**src/rtl/sdr_colseq.sv**
```systemverilog
module sdr_colseq #(
  parameter int COL_W = 10
) (
  input  logic             clk,
  input  logic             rst_n,
  input  logic [2:0]       cfg_len,
  input  logic             cfg_ilv,
  input  logic             cfg_cl3,
  input  logic             cmd_rd,
  input  logic             cmd_wr,
  input  logic [COL_W-1:0] cmd_col,
  input  logic             cmd_stop,
  input  logic             dqm,
  output logic             beat_act,
  output logic             beat_wr,
  output logic [COL_W-1:0] beat_col,
  output logic             wr_en,
  output logic             rd_valid,
  output logic             rd_oe
);

  localparam int RD_DEPTH = 3;
  localparam int MASK_LAT = 2;
  localparam logic [2:0] LEN_ROW = 3'd7;

  function automatic logic [COL_W-1:0] len_mask(input logic [2:0] code);
    logic [COL_W-1:0] m;
    case (code)
      3'd1:    m = COL_W'(1);
      3'd2:    m = COL_W'(3);
      3'd3:    m = COL_W'(7);
      LEN_ROW: m = '1;
      default: m = '0;
    endcase
    return m;
  endfunction

  logic             busy, b_wr, b_ilv, b_row;
  logic [COL_W-1:0] b_base, b_idx, b_mask;
  logic [RD_DEPTH-1:0] rd_pipe;
  logic [MASK_LAT-1:0] dqm_pipe;

  wire             go       = cmd_rd | cmd_wr;
  wire [COL_W-1:0] new_mask = len_mask(cfg_len);
  wire [COL_W-1:0] walk     = b_ilv ? (b_base ^ b_idx) : (b_base + b_idx);
  wire             last     = ~b_row & (b_idx == b_mask);

  assign beat_act = go | (busy & ~cmd_stop);
  assign beat_wr  = go ? cmd_wr : b_wr;
  assign beat_col = go ? cmd_col : ((b_base & ~b_mask) | (walk & b_mask));
  assign wr_en    = beat_act & beat_wr & ~dqm;
  assign rd_valid = cfg_cl3 ? rd_pipe[RD_DEPTH-1] : rd_pipe[RD_DEPTH-2];
  assign rd_oe    = rd_valid & ~dqm_pipe[MASK_LAT-1];

  always_ff @(posedge clk) begin
    if (!rst_n) begin
      busy   <= 1'b0;
      b_wr   <= 1'b0;
      b_ilv  <= 1'b0;
      b_row  <= 1'b0;
      b_base <= '0;
      b_idx  <= '0;
      b_mask <= '0;
    end else if (go) begin
      busy   <= (new_mask != '0);
      b_wr   <= cmd_wr;
      b_ilv  <= cfg_ilv & (cfg_len != LEN_ROW);
      b_row  <= (cfg_len == LEN_ROW);
      b_base <= cmd_col;
      b_idx  <= COL_W'(1);
      b_mask <= new_mask;
    end else if (busy) begin
      if (cmd_stop | last) busy <= 1'b0;
      else                 b_idx <= b_idx + COL_W'(1);
    end
  end

  always_ff @(posedge clk) begin
    if (!rst_n) begin
      rd_pipe  <= '0;
      dqm_pipe <= '0;
    end else begin
      rd_pipe  <= {rd_pipe[RD_DEPTH-2:0], beat_act & ~beat_wr};
      dqm_pipe <= {dqm_pipe[MASK_LAT-2:0], dqm};
    end
  end

endmodule

```
**config.mk**
```make
export PLATFORM = sky130hd
export DESIGN_NAME = sdr_colseq
export DESIGN_NICKNAME = d
export VERILOG_FILES = /design/src/rtl/sdr_colseq.sv
export SDC_FILE = /design/constraint.sdc
export NUM_CORES = 1
export LEC_CHECK = 0
export BUFFER_PORTS_ARGS = -buffer_cell sky130_fd_sc_hd__buf_2
export CAP_MARGIN = 20
export CORE_ASPECT_RATIO = 1.25
export CORE_UTILIZATION = 55
export DETAILED_ROUTE_END_ITERATION = 10
export HOLD_SLACK_MARGIN = 0.05
export MAX_ROUTING_LAYER = met4
export PLACE_DENSITY = 0.87
export SLEW_MARGIN = 20
export SYNTH_ARGS = -nofsm -noshare
export SYNTH_HDL_FRONTEND = slang
export SYNTH_SLANG_ARGS = --single-unit
```
**constraint.sdc**
```tcl
create_clock -name clk -period 2.7 [get_ports clk]
set_clock_uncertainty 0.2 [all_clocks]
set_input_delay 0.405 -clock clk [delete_from_list [all_inputs] [get_ports clk]]
set_output_delay 0.405 -clock clk [all_outputs]
set_load 0.05 [all_outputs]
```
Yosys cells after proc, flatten, opt, wreduce, memory -nomap -nowiden
Index checks and enable logic that the tools add are counted.
{"block": "totals", "register_bits": 39, "inputBits": 21, "output_inout_bits": 15}
{"block": "op_classes", "n_addsub": 2, "eq_ne": 7, "mux": 11, "bitwise": 22, "reduce_logical": 5}
{"op": "10-bit case mux with 4 select lines", "n": 1}
{"op": "10-bit AND", "n": 2}
{"op": "10-bit 2-to-1 mux", "n": 2}
{"op": "10-bit by 1-bit adder with 10-bit output (second input constant)", "n": 1}
{"op": "10-bit adder", "n": 1}
{"op": "10-bit equality test", "n": 1}
{"op": "10-bit NOT", "n": 1}
{"op": "10-bit OR", "n": 1}
{"op": "10-bit nonzero test", "n": 1}
{"op": "10-bit bitwise XOR", "n": 1}
{"op": "1-bit 2-to-1 mux", "n": 8}
{"op": "1-bit AND", "n": 7}
{"op": "1-bit NOT", "n": 7}
{"op": "3-bit by 2-bit equality test with 1-bit output (second input constant)", "n": 2}
{"op": "2-bit AND reduction", "n": 2}
{"op": "3-bit by 1-bit equality test with 1-bit output (second input constant)", "n": 1}
{"op": "3-bit equality test (second input constant)", "n": 1}
{"op": "3-bit inequality test (second input constant)", "n": 1}
{"op": "1-bit OR", "n": 3}
{"op": "2-bit inequality test (second input constant)", "n": 1}
{"op": "2-bit nonzero test", "n": 1}
{"op": "2-bit OR reduction", "n": 1}

Logic depth before layout (Yosys ltp)
{"block": "depth", "ltp_word": 6, "depth_mapped": 8}

Worst setup path after synthesis
No wires, ideal clock.
{"block": "synth_path", "path_type": "input to output", "startpoint": "input cmd_wr", "endpoint": "output beat_col[9]", "arrival_time_ns": 2.652, "setup_slack_ns": -0.557, "cell_stages": 3, "path_buffers": 1, "cell_sequence": "or2_2 clkbuf_1 o311ai_0"}
{"block": "synth_between", "elab_chain_len": 2}
{"item": "start, declared", "line": "10", "text": "input logic cmd_wr,"}
{"item": "1-bit OR", "line": "43", "text": "wire go = cmd_rd | cmd_wr;"}
{"item": "10-bit 2-to-1 mux", "line": "50", "text": "assign beat_col = go ? cmd_col : ((b_base & ~b_mask) | (walk & b_mask));"}
{"item": "end, declared", "line": "16", "text": "output logic [COL_W-1:0] beat_col,"}
Every way passes these cells.

Worst setup path after layout
{"block": "layout_path", "startpoint": "register b_base[0]", "endpoint": "output beat_col[8]"}
{"block": "layout_between", "elab_chain_len": 5}
{"item": "start, declared", "line": "39", "text": "logic [COL_W-1:0] b_base, b_idx, b_mask;"}
{"item": "start signal, assigned", "line": "69", "text": "b_base <= cmd_col;"}
{"item": "10-bit adder", "line": "45", "text": "wire [COL_W-1:0] walk = b_ilv ? (b_base ^ b_idx) : (b_base + b_idx);"}
{"item": "10-bit 2-to-1 mux", "line": "45"}
{"item": "10-bit AND", "line": "50"}
{"item": "10-bit OR", "line": "50"}
{"item": "10-bit 2-to-1 mux", "line": "50"}
Every way passes these cells.

==> results.md <==
* Root buffer cell: clkbuf_8
* Placed Instances at 302
* GRT Residual Overflow at 0
* MaxCap Viol Count at 0
* First-pass iteration count of the detailed router at 4
* CP max FO at 2
* Asr flop ratio synth at 0%
* Layout filler cell count at 264
* Die outline width at between 50 and 60 um
* PwrDens at 499 mW/mm2
* Setup violators final at 3
* Worst setup path class: reg2out
* VDD IR-drop max at between 0.5 and 0.6 mV
* Final setup TNS at -182 ps
* CTS buffer count at 5
* Mapped Cells at between 200 and 250
* Fin crit period at 2810 ps
* Max Fclk at about 360 MHz
* Final worst path period share at 104%
* Total track usage at 26.7%
* CTS tree: yes
* Fraction of layout cells with a size suffix above 1 at 26.6%
* Fin Hold WS at 143 ps
* Ports at 36
* Pin count of the biggest net entering global routing at 27
* Vias in the first global route at 1656
* Worst hold start: dqm
* Netlist cell types at 41
* EDFF count, synth at 0
* CP max stage delay at ~330 ps
* Worst-path clk slew at 70 ps
* Die height at 67.7 um
* WP data required at between 2000 and 2500 ps
* Row cnt at 23
* RD Place Congestion at 0.895
* FF/Latch Area at 647 um2
* Multi-input gate area at approximately 0.0013 mm2
* Routed Antenna Nets at 0
* RSZ-0062 raised after global routing: yes
* Critical path's slowest cell: dfxtp_2
* Core area at 0.00325 mm2
* Final worst slack at -109 ps
* Rel. slew slack at roughly two thirds
* Crit path launch type: flip-flop
* CP cell instances: ha_4 > fa_2 > a21o_1 > a21oi_2 > o21a_1 > o21ai_1 > mux2_2 > nand3_2 > buf_8
* Worst Max-Slew Pin Slew at 474 ps
* Worst hold-check path type: in2reg
* Worst r2r src: b_idx[1]
* # clock sinks at 32
* Worst setup path start: b_base[0]
* Initial Utilization at about 60%
* DRC errors left at 0
* Lkg Pwr at 0.950 nW
* Post-synthesis net count at 265
* Via density per instance at roughly 5.7
* Fin. max-slew vios at 0
* Via count at 1765
* Post-Syn Area at 0.00190 mm2
* Global-route wire length before repair at 6.69 mm
* # diodes at 0
* Synth Flop Type: dfxtp_1
* CP Capture Type: output pin
* Design Power at 1.18 mW
* Failing checks: setup timing
* Initial antenna violation count at 0
* Endpoints failing hold at 0
* Non-Filler Instances at 311
* Dpl hpwl at around 3.0 mm
* Routed len/inst at 13.9 um
* DP Worst Slack at 91.3 ps
* Worst skew pair latency at ~290 ps
* Synthesized flop and latch total at 32
* Arrival time worst endpoint at about 2200 ps
* WL final at 4.32 mm
* Reg2reg setup slack at 860 ps
* Syn Area/Cell at 8.16 um2
* Iter 0 DRT Violations at 38
* Final nets at 305
* Port bufs at 35
* Status: finished with violations
* Seq/Total Area, Yosys at 33.7%
* Yosys warnings at 0
* Synth-to-Final Area Change at 24.4%
* Clock buffer depth at 2
* Cts hold-fix bufs at 0
* H-tree levels at 2
* Die area at 0.00370 mm2
[power by group]
part / internal [mW] / switching, mW
Sequential: 0.493 / 0.0202
Combinational: 0.0816 / 0.136
Clock: 0.274 / 0.177
[layout by cell type, fill, tap and decap left out, drive strengths merged, types with 4 or more instances in the layout]
master	Yosys	final
dfxtp	32	32
a21boi	13	13
o21ai	16	16
o211ai	4	4
xnor2	12	12
ha	10	10
nand3b	5	5
buf	1	41
nand3	13	13
nor2b	6	6
nor2	15	15
a21oi	10	10
clkbuf	8	7
mux2i	5	5
xor2	4	4
nand2	37	37
nor3	4	4
inv	6	6
and2	6	6
[final timing paths]
kind,depth (start not counted),endpoint
max reg2reg,7,b_idx[8]
min reg2reg,1,dqm_pipe[1]
min,2,dqm_pipe[0]
max,9,beat_col[8]
[what timing repair did]
action,4_1_cts,5_1_grt
gates cloned,0,0
buffers inserted,1,0
endpoints found under the setup margin,6,7
pin swaps,6,2
gates resized for setup,14,12
[layout make-up]
| type | count | share of cell area [%] |
|---|---|---|
| clock buffer | 6 | 3.07 |
| timing repair buffer | 42 | 11.5 |
| clock inverter | 2 | 1.48 |
| tap | 37 | 1.96 |
| inverter | 6 | 0.952 |
| multi-input combinational | 186 | 53.7 |
| sequential | 32 | 27.3 |
[cell families after synthesis]
family,Yosys count,synth area share [%]
AO/OA/AOI/OAI,54,18.6
XOR/XNOR,16,7.37
adder cells (fa/ha/maj),11,7.63
buffers and inverters,15,3.55
flip-flops,32,33.7
multiplexers,7,3.82
AND/OR/NAND/NOR,98,25.4
[per-layer routing]
layer,GRT usage (%),up-vias,share of wire [%]
met1,25.2,818,41
met3,8.33,12,3.5
met2,46.5,39,53
met5,-,-,0
met4,13.8,0,2.9
li1,-,896,-
[worst max-delay path, delay by kind of cell (launching register included)]
kind            cells  cell delay [ps]
flops               1              330
compound gates      4              550
simple gates        1               90
buf+inv             1              140
mux                 1              290
fa+ha+maj           2              500
[cell usage after synthesis (all sizes together) (6+ instances only)]
library cell,number,area [um2]
a21boi,13,97.6
and2,6,37.5
dfxtp,32,641
xnor2,12,105
o21ai,16,80.1
a21oi,10,50.1
nor2,15,56.3
nand3,13,70.1
nand2,37,139
nor2b,6,37.5
clkbuf,8,40.0
ha,10,125
inv,6,22.5
[stage by stage]
step | util (%) | cell area (um2)
6_report | 72.8 | 2370
5_1_grt | 72.8 | 2370
4_1_cts | 71.1 | 2310
3_5_place_dp | 66.3 | 2150
3_3_place_gp | 66.3 | 2150
2_1_floorplan | - | 1920
[flip-flops by register name (all words and copies together) (netlist names)]
signal,count
rd_pipe,3
b_base,10
b_idx,10
b_wr,1
b_mask,4
b_ilv,1
busy,1
dqm_pipe,2
(Power assumes the default switching activity.)
